### config.mk
export PLATFORM = sky130hd
export DESIGN_NAME = prog_lock_guard
export DESIGN_NICKNAME = d
export VERILOG_FILES = /design/src/rtl/pmlock_pkg.sv /design/src/rtl/pmlock_cfg.sv /design/src/rtl/pmlock_keycmp.sv /design/src/rtl/pmlock_decode.sv /design/src/rtl/prog_lock_guard.sv
export SDC_FILE = /design/constraint.sdc
export NUM_CORES = 1
export LEC_CHECK = 0
export BUFFER_PORTS_ARGS = -buffer_cell sky130_fd_sc_hd__buf_2
export CAP_MARGIN = 20
export CORE_ASPECT_RATIO = 1.25
export CORE_MARGIN = 5
export CORE_UTILIZATION = 32
export DETAILED_ROUTE_END_ITERATION = 8
export HOLD_SLACK_MARGIN = 0.06
export PLACE_DENSITY = 0.77
export SLEW_MARGIN = 15
export SYNTH_ARGS = -nofsm -noshare
export SYNTH_HDL_FRONTEND = slang
export SYNTH_HIERARCHICAL = 1
export SYNTH_SLANG_ARGS = --single-unit
### constraint.sdc
create_clock -name clk -period 1.55 [get_ports clk]
set_input_delay 0.2325 -clock clk [delete_from_list [all_inputs] [get_ports clk]]
set_output_delay 0.2325 -clock clk [all_outputs]
set_load 0.02 [all_outputs]
### src/rtl/pmlock_pkg.sv
package pmlock_pkg;

    typedef enum logic [0:0] {
        CFG_WAIT = 1'b0,
        CFG_HELD = 1'b1
    } cfg_state_t;

    typedef enum logic [1:0] {
        KEY_IDLE = 2'd0,
        KEY_RUN  = 2'd1,
        KEY_PASS = 2'd2,
        KEY_FAIL = 2'd3
    } key_state_t;

    // lock bits: [1] = byte bit 7 (read), [0] = byte bit 6 (write); 0 = protect
    localparam logic [1:0] LOCK_NONE = 2'b11;

endpackage

### src/rtl/pmlock_cfg.sv
module pmlock_cfg
    import pmlock_pkg::*;
(
    input  logic       clk,
    input  logic       rst_n,
    input  logic       boot_seq,
    input  logic       cfg_wr,
    input  logic [1:0] cfg_lock_bits,
    output logic       read_prot,
    output logic       write_prot
);

    cfg_state_t state_q, state_d;
    logic [1:0] lock_q;
    logic       capture;

    assign capture = (state_q == CFG_WAIT) && boot_seq && cfg_wr;

    always_comb begin
        state_d = state_q;
        unique case (state_q)
            CFG_WAIT: if (capture || !boot_seq) state_d = CFG_HELD;
            CFG_HELD: state_d = CFG_HELD;
            default:  state_d = CFG_HELD;
        endcase
    end

    always_ff @(posedge clk or negedge rst_n) begin
        if (!rst_n) begin
            state_q <= CFG_WAIT;
            lock_q  <= LOCK_NONE;
        end else begin
            state_q <= state_d;
            if (capture) lock_q <= cfg_lock_bits;
        end
    end

    always_comb begin
        read_prot  = ~lock_q[1];
        write_prot = ~lock_q[0];
    end

    assert_cfg_frozen_R6: assert property (@(posedge clk) disable iff (!rst_n)
        (state_q == CFG_HELD) |=> $stable(lock_q));

    assert_held_sticky_R6: assert property (@(posedge clk) disable iff (!rst_n)
        (state_q == CFG_HELD) |=> (state_q == CFG_HELD));

endmodule

### src/rtl/pmlock_keycmp.sv
module pmlock_keycmp
    import pmlock_pkg::*;
#(
    parameter int KEY_LEN = 16,
    parameter int BYTE_W  = 8
) (
    input  logic              clk,
    input  logic              rst_n,
    input  logic              key_start,
    input  logic              key_strobe,
    input  logic [BYTE_W-1:0] key_ext,
    input  logic [BYTE_W-1:0] key_int,
    output logic              key_busy,
    output logic              key_unlocked
);

    localparam int CNT_W = (KEY_LEN > 1) ? $clog2(KEY_LEN) : 1;
    localparam logic [CNT_W-1:0] LAST_IDX = CNT_W'(KEY_LEN - 1);

    key_state_t       state_q, state_d;
    logic [CNT_W-1:0] cnt_q;
    logic             pair_eq;
    logic             at_last;

    assign pair_eq = (key_ext == key_int);
    assign at_last = (cnt_q == LAST_IDX);

    always_comb begin
        state_d = state_q;
        unique case (state_q)
            KEY_IDLE: if (key_start) state_d = KEY_RUN;
            KEY_RUN: begin
                if (key_strobe) begin
                    if (!pair_eq)     state_d = KEY_FAIL;
                    else if (at_last) state_d = KEY_PASS;
                end
            end
            KEY_PASS: state_d = KEY_PASS;
            KEY_FAIL: state_d = KEY_FAIL;
            default:  state_d = KEY_FAIL;
        endcase
    end

    always_ff @(posedge clk or negedge rst_n) begin
        if (!rst_n) begin
            state_q <= KEY_IDLE;
            cnt_q   <= '0;
        end else begin
            state_q <= state_d;
            if (state_q == KEY_IDLE)                 cnt_q <= '0;
            else if (state_q == KEY_RUN && key_strobe) cnt_q <= cnt_q + 1'b1;
        end
    end

    always_comb begin
        key_busy     = (state_q == KEY_RUN);
        key_unlocked = (state_q == KEY_PASS);
    end

    assert_fail_sticky_R9: assert property (@(posedge clk) disable iff (!rst_n)
        (state_q == KEY_FAIL) |=> (state_q == KEY_FAIL));

    assert_unlock_needs_strobe_R8: assert property (@(posedge clk) disable iff (!rst_n)
        $rose(key_unlocked) |-> ($past(key_strobe) && $past(key_busy)));

    assert_busy_unlock_excl_R8: assert property (@(posedge clk) disable iff (!rst_n)
        !(key_busy && key_unlocked));

endmodule

### src/rtl/pmlock_decode.sv
module pmlock_decode #(
    parameter int ADDR_W = 16,
    parameter int DATA_W = 8,
    parameter logic [ADDR_W-1:0] WR_LO = 16'h2000,
    parameter logic [ADDR_W-1:0] RD_LO = 16'h2020,
    parameter logic [ADDR_W-1:0] WIN_HI = 16'h3FFF,
    parameter int EXEC_MARGIN = 5
) (
    input  logic              req_valid,
    input  logic              req_write,
    input  logic [ADDR_W-1:0] req_addr,
    input  logic [ADDR_W-1:0] fetch_ctr,
    input  logic              test_mode,
    input  logic              key_unlocked,
    input  logic              read_prot,
    input  logic              write_prot,
    input  logic [DATA_W-1:0] mem_rdata,
    output logic              grant,
    output logic              rd_subst,
    output logic [DATA_W-1:0] rdata
);

    localparam logic [ADDR_W-1:0] EXEC_HI = WIN_HI - ADDR_W'(EXEC_MARGIN);

    logic in_rd_win, in_wr_win, internal_code;
    logic rd_ok, wr_ok, allowed;

    always_comb begin
        in_rd_win     = (req_addr >= RD_LO) && (req_addr <= WIN_HI);
        in_wr_win     = (req_addr >= WR_LO) && (req_addr <= WIN_HI);
        internal_code = (fetch_ctr >= WR_LO) && (fetch_ctr <= EXEC_HI);
        wr_ok   = !(write_prot && in_wr_win);
        rd_ok   = !(read_prot && in_rd_win) ||
                  (test_mode ? key_unlocked : internal_code);
        allowed = req_write ? wr_ok : rd_ok;
        grant    = req_valid && allowed;
        rd_subst = req_valid && !req_write && !allowed;
        rdata    = rd_subst ? {DATA_W{1'b1}} : mem_rdata;
    end

endmodule

### src/rtl/prog_lock_guard.sv
module prog_lock_guard
    import pmlock_pkg::*;
#(
    parameter int ADDR_W = 16,
    parameter int DATA_W = 8,
    parameter int KEY_LEN = 16,
    parameter logic [ADDR_W-1:0] WR_LO = 16'h2000,
    parameter logic [ADDR_W-1:0] RD_LO = 16'h2020,
    parameter logic [ADDR_W-1:0] WIN_HI = 16'h3FFF,
    parameter int EXEC_MARGIN = 5
) (
    input  logic              clk,
    input  logic              rst_n,
    input  logic              boot_seq,
    input  logic              cfg_wr,
    input  logic [1:0]        cfg_lock_bits,
    input  logic              req_valid,
    input  logic              req_write,
    input  logic [ADDR_W-1:0] req_addr,
    input  logic [ADDR_W-1:0] fetch_ctr,
    input  logic              test_mode,
    input  logic [DATA_W-1:0] mem_rdata,
    input  logic              key_start,
    input  logic              key_strobe,
    input  logic [DATA_W-1:0] key_ext,
    input  logic [DATA_W-1:0] key_int,
    output logic              grant,
    output logic              rd_subst,
    output logic [DATA_W-1:0] rdata,
    output logic              key_busy,
    output logic              key_unlocked
);

    logic read_prot, write_prot;

    pmlock_cfg u_cfg (
        .clk(clk), .rst_n(rst_n), .boot_seq(boot_seq), .cfg_wr(cfg_wr),
        .cfg_lock_bits(cfg_lock_bits), .read_prot(read_prot), .write_prot(write_prot)
    );

    pmlock_keycmp #(.KEY_LEN(KEY_LEN), .BYTE_W(DATA_W)) u_key (
        .clk(clk), .rst_n(rst_n), .key_start(key_start), .key_strobe(key_strobe),
        .key_ext(key_ext), .key_int(key_int), .key_busy(key_busy),
        .key_unlocked(key_unlocked)
    );

    pmlock_decode #(
        .ADDR_W(ADDR_W), .DATA_W(DATA_W), .WR_LO(WR_LO), .RD_LO(RD_LO),
        .WIN_HI(WIN_HI), .EXEC_MARGIN(EXEC_MARGIN)
    ) u_dec (
        .req_valid(req_valid), .req_write(req_write), .req_addr(req_addr),
        .fetch_ctr(fetch_ctr), .test_mode(test_mode), .key_unlocked(key_unlocked),
        .read_prot(read_prot), .write_prot(write_prot), .mem_rdata(mem_rdata),
        .grant(grant), .rd_subst(rd_subst), .rdata(rdata)
    );

    assert_idle_quiet_R11: assert property (@(posedge clk) disable iff (!rst_n)
        !req_valid |-> (!grant && !rd_subst));

    assert_write_no_subst_R5: assert property (@(posedge clk) disable iff (!rst_n)
        (req_valid && req_write) |-> !rd_subst);

    assert_subst_ones_R5: assert property (@(posedge clk) disable iff (!rst_n)
        rd_subst |-> (rdata == {DATA_W{1'b1}} && !grant));

    assert_wp_blocks_R4: assert property (@(posedge clk) disable iff (!rst_n)
        (req_valid && req_write && write_prot && key_unlocked &&
         req_addr >= WR_LO && req_addr <= WIN_HI) |-> !grant);

endmodule

# Yosys cells after proc, flatten, opt, wreduce, memory -nomap -nowiden
# Index checks and enable logic that the tools add are counted.
totals:
  reg_bits: 9
  output_inout_bits: 12
op_classes:
  n_eq_ne: 8
  n_mux: 12
  bitwise: 3
  n_reduce_logical: 21
  add_sub_neg: 1
  magnitude_cmp: 5
op_table:
  columns: ["op", "n"]
  rows:
  - ["16-bit by 14-bit >= comparator with 1-bit output, second input constant", 3]
  - ["16-bit by 14-bit less-or-equal comparator with 1-bit output, second input constant", 2]
  - ["1-bit logical AND", 11]
  - ["8-bit == test", 1]
  - ["2-bit 2-to-1 mux", 4]
  - ["4-bit 2-to-1 mux", 2]
  - ["8-bit 2-to-1 mux", 1]
  - ["2-bit case mux with 4 select lines", 1]
  - ["1-bit logical NOT", 5]
  - ["4-bit by 1-bit adder with 4-bit output, second input constant", 1]
  - ["2-bit == test, second input constant", 2]
  - ["4-bit == test, second input constant", 1]
  - ["2-bit != test, second input constant", 2]
  - ["1-bit 2-to-1 mux", 3]
  - ["3-bit != test, second input constant", 1]
  - ["1-bit inverter", 3]
  - ["3-bit AND reduction", 1]
  - ["2-bit by 1-bit == test with 1-bit output, second input constant", 1]
  - ["2-bit logical NOT", 1]
  - ["1-bit logical OR", 2]
  - ["1-bit case mux with 2 select lines", 1]
  - ["2-bit nonzero test", 1]

# Logic depth before layout (Yosys ltp)
# Gate-level depths: netlist of the first run.
depth:
  ltp_word: 9
  mapped_depth: 5

# Hierarchy
# Netlist of the first run, hierarchy kept.
modules_own_cells:
  columns: ["mod", "seq_area_each_um2", "area_per_inst_um2", "instances", "cells_each"]
  rows:
  - ["pmlock_keycmp", 150.1, 434.2, 1, 43]
  - ["pmlock_decode", 0.0, 214.0, 1, 25]
  - ["pmlock_cfg", 77.6, 143.9, 1, 9]

# Worst setup path before layout of the first run
# No wires, ideal clock.
synth_timing:
  kind: "register to output"
  from: "reg u_key.state_q[1]"
  to: "out rdata[0]"
  setup_slack_ps: -275
  stages_incl_launch_ff: 6
  n_path_buf: 0
  required_ps: 1317
  arrival_time_ps: 1592
  path_cell_list: "dfrtp_1 inv_2 nor2_1 a2111oi_4 o211ai_4 o21bai_1"
synth_via:
  elab_chain_cells: 7
synth_lines:
  columns: ["element", "line_no", "rtl"]
  rows:
  - ["start: declaration", "pmlock_keycmp.sv:20", "key_state_t state_q, state_d;"]
  - ["start signal: assignment", "pmlock_keycmp.sv:49", "state_q <= state_d;"]
  - ["2-bit == test", "pmlock_keycmp.sv:57", "key_unlocked = (state_q == KEY_PASS);"]
  - ["named net key_unlocked", "prog_lock_guard.sv:31", "output logic key_unlocked"]
  - ["1-bit 2-to-1 mux", "pmlock_decode.sv:34", "(test_mode ? key_unlocked : internal_code);"]
  - ["1-bit logical OR", "pmlock_decode.sv:33", "rd_ok = !(read_prot && in_rd_win) ||"]
  - ["1-bit 2-to-1 mux", "pmlock_decode.sv:35", "allowed = req_write ? wr_ok : rd_ok;"]
  - ["1-bit logical NOT", "pmlock_decode.sv:37", "rd_subst = req_valid && !req_write && !allowed;"]
  - ["1-bit logical AND", "pmlock_decode.sv:37", null]
  - ["8-bit 2-to-1 mux", "pmlock_decode.sv:38", "rdata = rd_subst ? {DATA_W{1'b1}} : mem_rdata;"]
  - ["end: declaration", "prog_lock_guard.sv:29", "output logic [DATA_W-1:0] rdata,"]
# The timed path passes the listed nets, and every way through them passes these cells.

# Worst setup path after layout of the first run
layout_timing:
  from: "in req_addr[14]"
  to: "out rdata[6]"
layout_via:
  elab_chain_cells: 9
  word_cells_on_any_way: 14
  cone_classes: "order compare (3); mux (2); reduce/logical (9)"
layout_lines:
  columns: ["element", "line_no", "rtl"]
  rows:
  - ["start: declaration", "prog_lock_guard.sv:19", "input logic [ADDR_W-1:0] req_addr,"]
  - ["16-bit by 14-bit >= comparator with 1-bit output / 16-bit by 14-bit less-or-equal comparator with 1-bit output (equally long branches)", "pmlock_decode.sv:29, pmlock_decode.sv:30", null]
  - ["1-bit logical AND", "pmlock_decode.sv:29", "in_rd_win = (req_addr >= RD_LO) && (req_addr <= WIN_HI);"]
  - ["1-bit logical AND", "pmlock_decode.sv:33", null]
  - ["1-bit logical NOT", "pmlock_decode.sv:33", null]
  - ["1-bit logical OR", "pmlock_decode.sv:33", null]
  - ["1-bit 2-to-1 mux *", "pmlock_decode.sv:35", null]
  - ["1-bit logical NOT *", "pmlock_decode.sv:37", null]
  - ["1-bit logical AND *", "pmlock_decode.sv:37", null]
  - ["8-bit 2-to-1 mux *", "pmlock_decode.sv:38", null]
# Mark *: on every way between the ends. The rest lies on a longest branch, timed or not.

==> impl_results.md, run 1 <==
* Synth Cell Area at 792 um^2
* Number of library cell types mapped by synthesis at a little over 40
* Critical path class: input pin to primary output
* Data required, critical path at approximately 1.3 ns
* Clk sinks at 9
* Vias in the first global route at 1029
* Post-synth top area cell: dfrtp_1
* Min-delay src: cfg_lock_bits[0]
* Post-Place Cell Area at roughly 1300 um^2
* Status: finished with violations
* Fmax at roughly 0.51 GHz
* Power density cells at approximately 460 nW/um^2
* Worst Hold Endpoint: u_cfg/lock_q[0]
* Critical R2R Capture: u_key/state_q[0]
* CTS Buf Count at 3
* Worst hold slack at roughly 0.21 ns
* Die width at between 50 and 60 um
* DR iter-0 viols at 6
* P_leak at about 0.69 nW
* Initial antenna violation count at 0
* First-pass GRT wire length at 4170 um
* Cell Count, Final, Fillers Out at slightly below 200
* Rel. slew slack at about three fifths
* Via Count at roughly 1000
* Synthesized area per cell at between 10 and 15 um^2
* GRT Resource Usage Total at 15.9%
* Synthesis Warnings at 6
* Crit path launch: req_addr[14]
* Core footprint at about 2400 um^2
* Syn nets at roughly 150
* Initial core utilization at about a third
* Cells after synthesis at 77
* FFs w/ async S/R, synth at 100%
* R2R depth at 4
* Post-synth EDFFs at 0
* Tmin final at around 2.0 ns
* WL/cell at between 10 and 15 um
* Via density at 5.15
* Ranking of synthesized cells by area: dfrtp_1 (22%), xnor2_1 (7.7%), o21bai_1 (7.6%)
* HPWL after DPL at 2240 um
* Dominant synthesized flop cell: dfrtp_1
* Design Area, Final at 1410 um^2
* Pre-Repair DR Iteration Count at 2
* Top cell type's share of synthesized area at between 20% and 30%
* GRT Residual Overflow at 0
* TritonCTS clock tree: done
* Reg clk slew, reported paths at 0.05 ns
* H-tree Lvls at 1
* Fill cell total of the finished layout at about 210
* #FFs+latches synth at 9
* DRC violations left at 0
* Diodes inserted at 0
* PortBufs at 73
* Most common cell in the netlist: o21bai_1
* Post-synth top cells: o21bai_1 (8), dfrtp_1 (7), xnor2_1 (7)
* Pin count of the biggest net entering global routing at 10
* Top-Level Pins at a little under 80
* Setup Skew at about 0.0068 ns
* Flop-to-flop setup slack at 0.20 ns
* Layout cells sized above 1 at between 60% and 70%
* Area grow syn2layout at 78.2%
* CP Max Fanout at 5
* Placed insts at between 150 and 200
* Least-Margin Pin Slew at slightly below 0.6 ns
* DIE HEIGHT at between 60 and 70 um
* Worst setup EP type: primary output
* Clock root buffer: clkbuf_4
* Setup-failing EPs final at 10
* Drt total wl at 2880 um
* Tcrit/Tclk final at 127%
* CP startpoint kind: input pin
* Max-cap viol count at 0
* Row Count at 20
* Reg2reg start: u_key/cnt_q[1]
* Antenna Nets Post-Route at 0
* Clock buffer depth at 2
* Critical Path AT at 1.74 ns
* Peak supply drop at 0.369 mV
* Gpl congestion at 0.766
* Failing checks: setup timing
* Final worst slack at -0.419 ns
* Area of the die at 3580 um^2
* Fin nets at about 230
* Post-synthesis sequential area ratio at around 29%
* Slew Viols, Final at 0
* RSZ-0062 raised after global routing: yes
* WHS Path Cells at 2
* Final count of hold timing violations at 0
* HP Class: input pin to flop
* Worst skew pair latency at approximately 0.27 ns
[critical path, cell delays in order]
cell,delay [ns]
buf_2,0.10
or3b_4,0.41
a2111oi_4,0.36
buf_4,0.18
o211ai_4,0.10
o21bai_2,0.20
buf_6,0.14
[routing by layer]
metal  vias to the layer above  global-route usage [%]  wire, um
met4                         0                    5.61        30
met1                       462                    14.7       955
met3                         2                    7.48       537
met5                         -                       0         0
met2                        75                    28.9      1350
li1                        470                       -         -
[registers in the layout, summed over array words and instances (netlist names)]
name and count:
u_key/cnt_q 4, u_cfg/lock_q 2, u_key/state_q 2, u_cfg/state_q 1
[worst max-delay path by stage]
stage	end	slack [ns]
6_report	rdata[6]	-0.42
5_1_grt	rdata[2]	-0.49
4_1_cts	rdata[6]	-0.37
3_5_place_dp	rdata[4]	-0.37
3_3_place_gp	grant	-0.33
2_1_floorplan	rdata[0]	-0.16
[power breakdown]
| part | switching (mW) | total [mW] | internal, mW |
|---|---|---|---|
| clock | 0.0813 | 0.180 | 0.0991 |
| combinational | 0.0959 | 0.220 | 0.124 |
| sequential | 0.00171 | 0.242 | 0.240 |
| total | 0.179 | 0.642 | 0.463 |
[metrics by stage]
stage	worst slack, ns	total power, mW	setup TNS [ns]	utilization [%]
5_1_grt	-0.493	0.677	-4.70	58.8
3_5_place_dp	-0.374	0.440	-3.63	52.8
4_1_cts	-0.372	0.645	-3.57	58.3
6_report	-0.419	0.642	-3.95	58.8
3_3_place_gp	-0.325	0.432	-3.16	52.8
2_1_floorplan	-0.156	0.329	-1.52	-
[repair_timing]
item,4_1_cts,5_1_grt
hold endpoints to repair,9,0
cloned,1,0
gates resized for setup,18,3
setup endpoints to repair,10,10
hold buffers,1,0
buffers inserted,3,0
pin swaps,4,4
[cells in the final DEF (no fill, tap or decap), types with 2 or more instances in the layout]
cell type / instances
nor4_1: 2
o21ai_1: 2
o21bai_2: 8
o211ai_4: 2
dfrtp_1: 7
dfstp_2: 2
inv_1: 3
o31ai_1: 2
nor4_2: 2
nand2_1: 4
buf_6: 10
nor2b_1: 2
xnor2_1: 7
buf_4: 7
mux2_4: 2
nand4_1: 4
clkbuf_4: 3
buf_2: 63
a22o_1: 2
[cell type report]
| type | instances | area [um^2] | share of cell area, % |
|---|---|---|---|
| inverters | 5 | 18.8 | 1.33 |
| flip-flops and latches | 9 | 228 | 16.1 |
| well taps | 33 | 41.3 | 2.93 |
| clock buffers | 4 | 26.3 | 1.86 |
| multi-input cells | 64 | 607 | 43.0 |
| repair buffers | 81 | 490 | 34.8 |
[cell families (layout without fill, tap and decap cells)]
group	Yosys count	count (layout)	share of synthesized area, %
DFF	9	9	28.8
adders and majority gates	1	1	1.58
AOI/OAI and AO/OA	24	25	26.7
buffers and inverters	5	90	2.37
and+or+nand+nor	28	28	27.0
muxes	2	2	3.79
xor gates and xnor gates	8	8	9.80
No activity file was read; power rests on OpenSTA's default activity.
==> run 2, diff against run 1 <==
--- a/config.mk
+++ b/config.mk
@@ -9,12 +9,11 @@
 export CAP_MARGIN = 20
 export CORE_ASPECT_RATIO = 1.25
 export CORE_MARGIN = 5
-export CORE_UTILIZATION = 32
+export CORE_UTILIZATION = 31
 export DETAILED_ROUTE_END_ITERATION = 8
 export HOLD_SLACK_MARGIN = 0.06
 export PLACE_DENSITY = 0.77
 export SLEW_MARGIN = 15
 export SYNTH_ARGS = -nofsm -noshare
 export SYNTH_HDL_FRONTEND = slang
-export SYNTH_HIERARCHICAL = 1
 export SYNTH_SLANG_ARGS = --single-unit
==> run 2 against run 1 <==
Effect of this change: hold slack got worse by 0.018 ns; critical path depth decreased by 1; synthesized area decreased by 7.3%; largest cell class unchanged; the run still ends with setup timing left; utilization increased by 3.0 points; final cell count decreased by 1.0%.
==> impl_results.md, run 2 <==
* Top reg by flops: u_key.cnt_q (was u_key/cnt_q)
* Most common cell in the netlist: o21bai_1 (unchanged)
* Post-synth top area cell: dfrtp_1 (unchanged)
* R2R depth at 5 (was 4)
* Top flop regs: u_key.cnt_q: 4 flops, u_cfg.lock_q: 2 flops, u_key.state_q: 2 flops (was u_key/cnt_q: 4 flops, u_cfg/lock_q: 2 flops, u_key/state_q: 2 flops)
* Vias in the first global route at 1049 (was 1029)
* GRT Residual Overflow at 0 (unchanged)
* PortBufs at 73 (unchanged)
* WL/cell at 14.2 um (was 14.7 um)
* Drt total wl at 2760 um (was 2880 um)
* Tcrit/Tclk final at 125% (was 127%)
* Most common cell after layout, fill and taps aside: buf_2 (unchanged)
* Area of the multi-input gates at 564 um^2 (was 607 um^2)
* Sequential cell area at 228 um^2 (unchanged)
* Max reg flops at 4 (unchanged)
* Reg2reg start: u_key.cnt_q[1] (was u_key/cnt_q[1])
* Power density cells at 479 nW/um^2 (was 455 nW/um^2)
* DIE HEIGHT at 64.4 um (was 65.6 um)
* HP Class: input pin to flop (unchanged)
* Fmax at 0.517 GHz (was 0.508 GHz)
* H-tree Lvls at 1 (unchanged)
* Rel. slew slack at 69.4% (was 60.4%)
* Flop-to-flop setup slack at 0.13 ns (was 0.20 ns)
* Critical R2R Capture: u_key.state_q[0] (was u_key/state_q[0])
* DR iter-0 viols at 4 (was 6)
* Post-synth top cells: o21bai_1 (9), xnor2_1 (8), dfrtp_1 (7) (was o21bai_1 (8), dfrtp_1 (7), xnor2_1 (7))
* Layout cells sized above 1 at 64.4% (was 67.5%)
* Slew Viols, Final at 0 (unchanged)
* Cells after synthesis at 79 (was 77)
* Cell Count, Final, Fillers Out at 194 (was 196)
* Clock root buffer: clkbuf_4 (unchanged)
* Tmin final at 1.94 ns (was 1.97 ns)
* Setup TNS Final at -3.72 ns (was -3.95 ns)
* Post-Place Cell Area at 1250 um^2 (was 1270 um^2)
* Worst skew pair latency at 0.26 ns (was 0.27 ns)
* Fin nets at 232 (unchanged)
* P_leak at 0.657 nW (was 0.686 nW)
* Worst setup EP type: primary output (unchanged)
* Pre-Repair DR Iteration Count at 4 (was 2)
* Setup-failing EPs final at 10 (unchanged)
* Synth Area in XOR/XNOR at 9.54% (was 9.79%)
* Multiplexer share of the synthesized area at 4.43% (was 3.79%)
* Failing checks: setup timing (unchanged)
* TritonCTS clock tree: done (unchanged)
* #FFs+latches synth at 9 (unchanged)
* Largest family of logic cells by synthesized area: compound AO/OA/AOI/OAI gates (was simple AND/OR/NAND/NOR gates)
* Ranking of synthesized cells by area: dfrtp_1 (24%), xnor2_1 (9.5%), o21bai_1 (9.2%) (was dfrtp_1 (22%), xnor2_1 (7.7%), o21bai_1 (7.6%))
* WHS Path Cells at 2 (unchanged)
* Row Count at 19 (was 20)
* Area of the die at 3450 um^2 (was 3580 um^2)
* Via density at 4.87 (was 5.15)
* Setup Skew at 0.00183 ns (was 0.00677 ns)
* Post-synthesis sequential area ratio at 31.0% (was 28.8%)
* Compound-cell area share of the yosys netlist at 26.4% (was 26.7%)
* RSZ-0062 raised after global routing: yes (unchanged)
* DRC violations left at 0 (unchanged)
* Fin util at 61.7% (was 58.8%)
* Post-synth EDFFs at 0 (unchanged)
* Commonest cells after routing, fill and taps aside: buf_2 (63), buf_6 (9), xnor2_1 (8), buf_4 (7), dfrtp_1 (7) (was buf_2 (63), buf_6 (10), o21bai_2 (8))
* Via Count at 945 (was 1009)
* Clock buffer depth at 2 (unchanged)
* Syn nets at 147 (was 145)
* Post-Synth Simple-Gate Area at 23.3% (was 27.0%)
* Final count of hold timing violations at 0 (unchanged)
* Synth Cell Area at 734 um^2 (was 792 um^2)
* Min-delay src: cfg_wr (was cfg_lock_bits[0])
* Placed insts at 187 (unchanged)
* Dominant synthesized flop cell: dfrtp_1 (unchanged)
* Gpl congestion at 0.785 (was 0.766)
* FFs w/ async S/R, synth at 100% (unchanged)
* Critical Path AT at 1.70 ns (was 1.74 ns)
* CTS Buf Count at 3 (unchanged)
* Least-Margin Pin Slew at 0.457 ns (was 0.590 ns)
* Top cell type's share of synthesized area at 23.9% (was 22.1%)
* Top-Level Pins at 79 (unchanged)
* Max-cap viol count at 0 (unchanged)
* Design Area, Final at 1380 um^2 (was 1410 um^2)
* Number of library cell types mapped by synthesis at 31 (was 41)
* Initial core utilization at 32.9% (was 33.0%)
* Post-Synth Adder-Cell Area at 1.70% (was 1.58%)
* Data required, critical path at 1.32 ns (about the same)
* Final worst slack at -0.385 ns (was -0.419 ns)
* Reg clk slew, reported paths at 0.06 ns (was 0.05 ns)
* Synthesized area per cell at 9.30 um^2 (was 10.3 um^2)
* Pin count of the biggest net entering global routing at 12 (was 10)
* Antenna Nets Post-Route at 0 (unchanged)
* Die width at 53.5 um (was 54.5 um)
* Initial antenna violation count at 0 (unchanged)
* Diodes inserted at 0 (unchanged)
* Clk sinks at 9 (unchanged)
* Critical path class: flop to primary output (was input pin to primary output)
* Core footprint at 2230 um^2 (was 2400 um^2)
* GRT Resource Usage Total at 17.2% (was 15.9%)
* Fill cell total of the finished layout at 213 (unchanged)
* Worst Hold Endpoint: u_cfg.state_q (was u_cfg/lock_q[0])
* CP startpoint kind: flop (was input pin)
* Dpl ws at -0.302 ns (was -0.374 ns)
* Synthesis Warnings at 0 (was 6)
* Area grow syn2layout at 87.7% (was 78.2%)
* HPWL after DPL at 2230 um (was 2240 um)
* First-pass GRT wire length at 4510 um (was 4170 um)
* CP Max Fanout at 9 (was 5)
* Peak supply drop at 0.528 mV (was 0.369 mV)
* Status: finished with violations (unchanged)
run 2: critical path, cell delays in order, from the launching register on:
cell       delay, ns
dfrtp_1         0.38
nor2b_4         0.14
a2111oi_4       0.34
o211ai_4        0.14
buf_12          0.18
o21bai_2        0.13
buf_6           0.15
run 2: logic make-up (layout without fill, tap and decap cells):
logic type,after synthesis,in the layout
compound gates,23,23
buf+inv,7,91
flops,9,9
mux,3,3
fa+ha+maj,1,1
xor+xnor,8,8
simple gates,28,28
run 2: metrics by stage:
step / power (mW) / hold slack [ns]
floorplan: 0.335 / -0.0631
global placement: 0.443 / 0.0889
detailed placement: 0.450 / 0.0921
CTS: 0.658 / 0.173
global route: 0.696 / 0.184
finish: 0.660 / 0.189
run 2: area by class of cell:
cell class / count / area share [%]
flip-flops and latches: 9 / 16.5
inverters: 6 / 1.63
well taps: 31 / 2.81
clock buffers: 4 / 1.91
repair buffers: 81 / 36.2
multi-input cells: 63 / 40.9
run 2: worst max path at each step:
stage,slack [ns],from,cells past startpoint,endpoint
floorplan,-0.16,fetch_ctr[14],3,grant
global placement,-0.27,req_addr[14],7,rdata[1]
detailed placement,-0.30,req_addr[14],7,rdata[1]
CTS,-0.38,u_key.state_q[1],6,rdata[3]
global route,-0.46,u_key.state_q[1],6,rdata[5]
finish,-0.39,u_key.state_q[1],6,rdata[3]
run 2: power breakdown:
part | internal, mW | switching [mW] | leakage [nW] | total, mW
logic | 0.132 | 0.0991 | 0.560 | 0.231
clock network | 0.0995 | 0.0863 | 0.0150 | 0.186
registers | 0.240 | 0.00300 | 0.0820 | 0.243
run 2: what timing repair did:
| item | 4_1_cts | 5_1_grt |
|---|---|---|
| hold buffers | 1 | 0 |
| gates resized for setup | 19 | 3 |
| setup buffers | 1 | 1 |
| pin swaps | 2 | 0 |
| setup endpoints to repair | 10 | 11 |
| hold endpoints to repair | 9 | 0 |
run 2: metal layers:
metal / up-vias / track usage (%) / wire length [um]
li1: 467 / - / -
met1: 424 / 17.0 / 882
met2: 46 / 30.8 / 1540
met3: 8 / 8.03 / 260
met4: 0 / 5.43 / 82
met5: - / 0 / 0
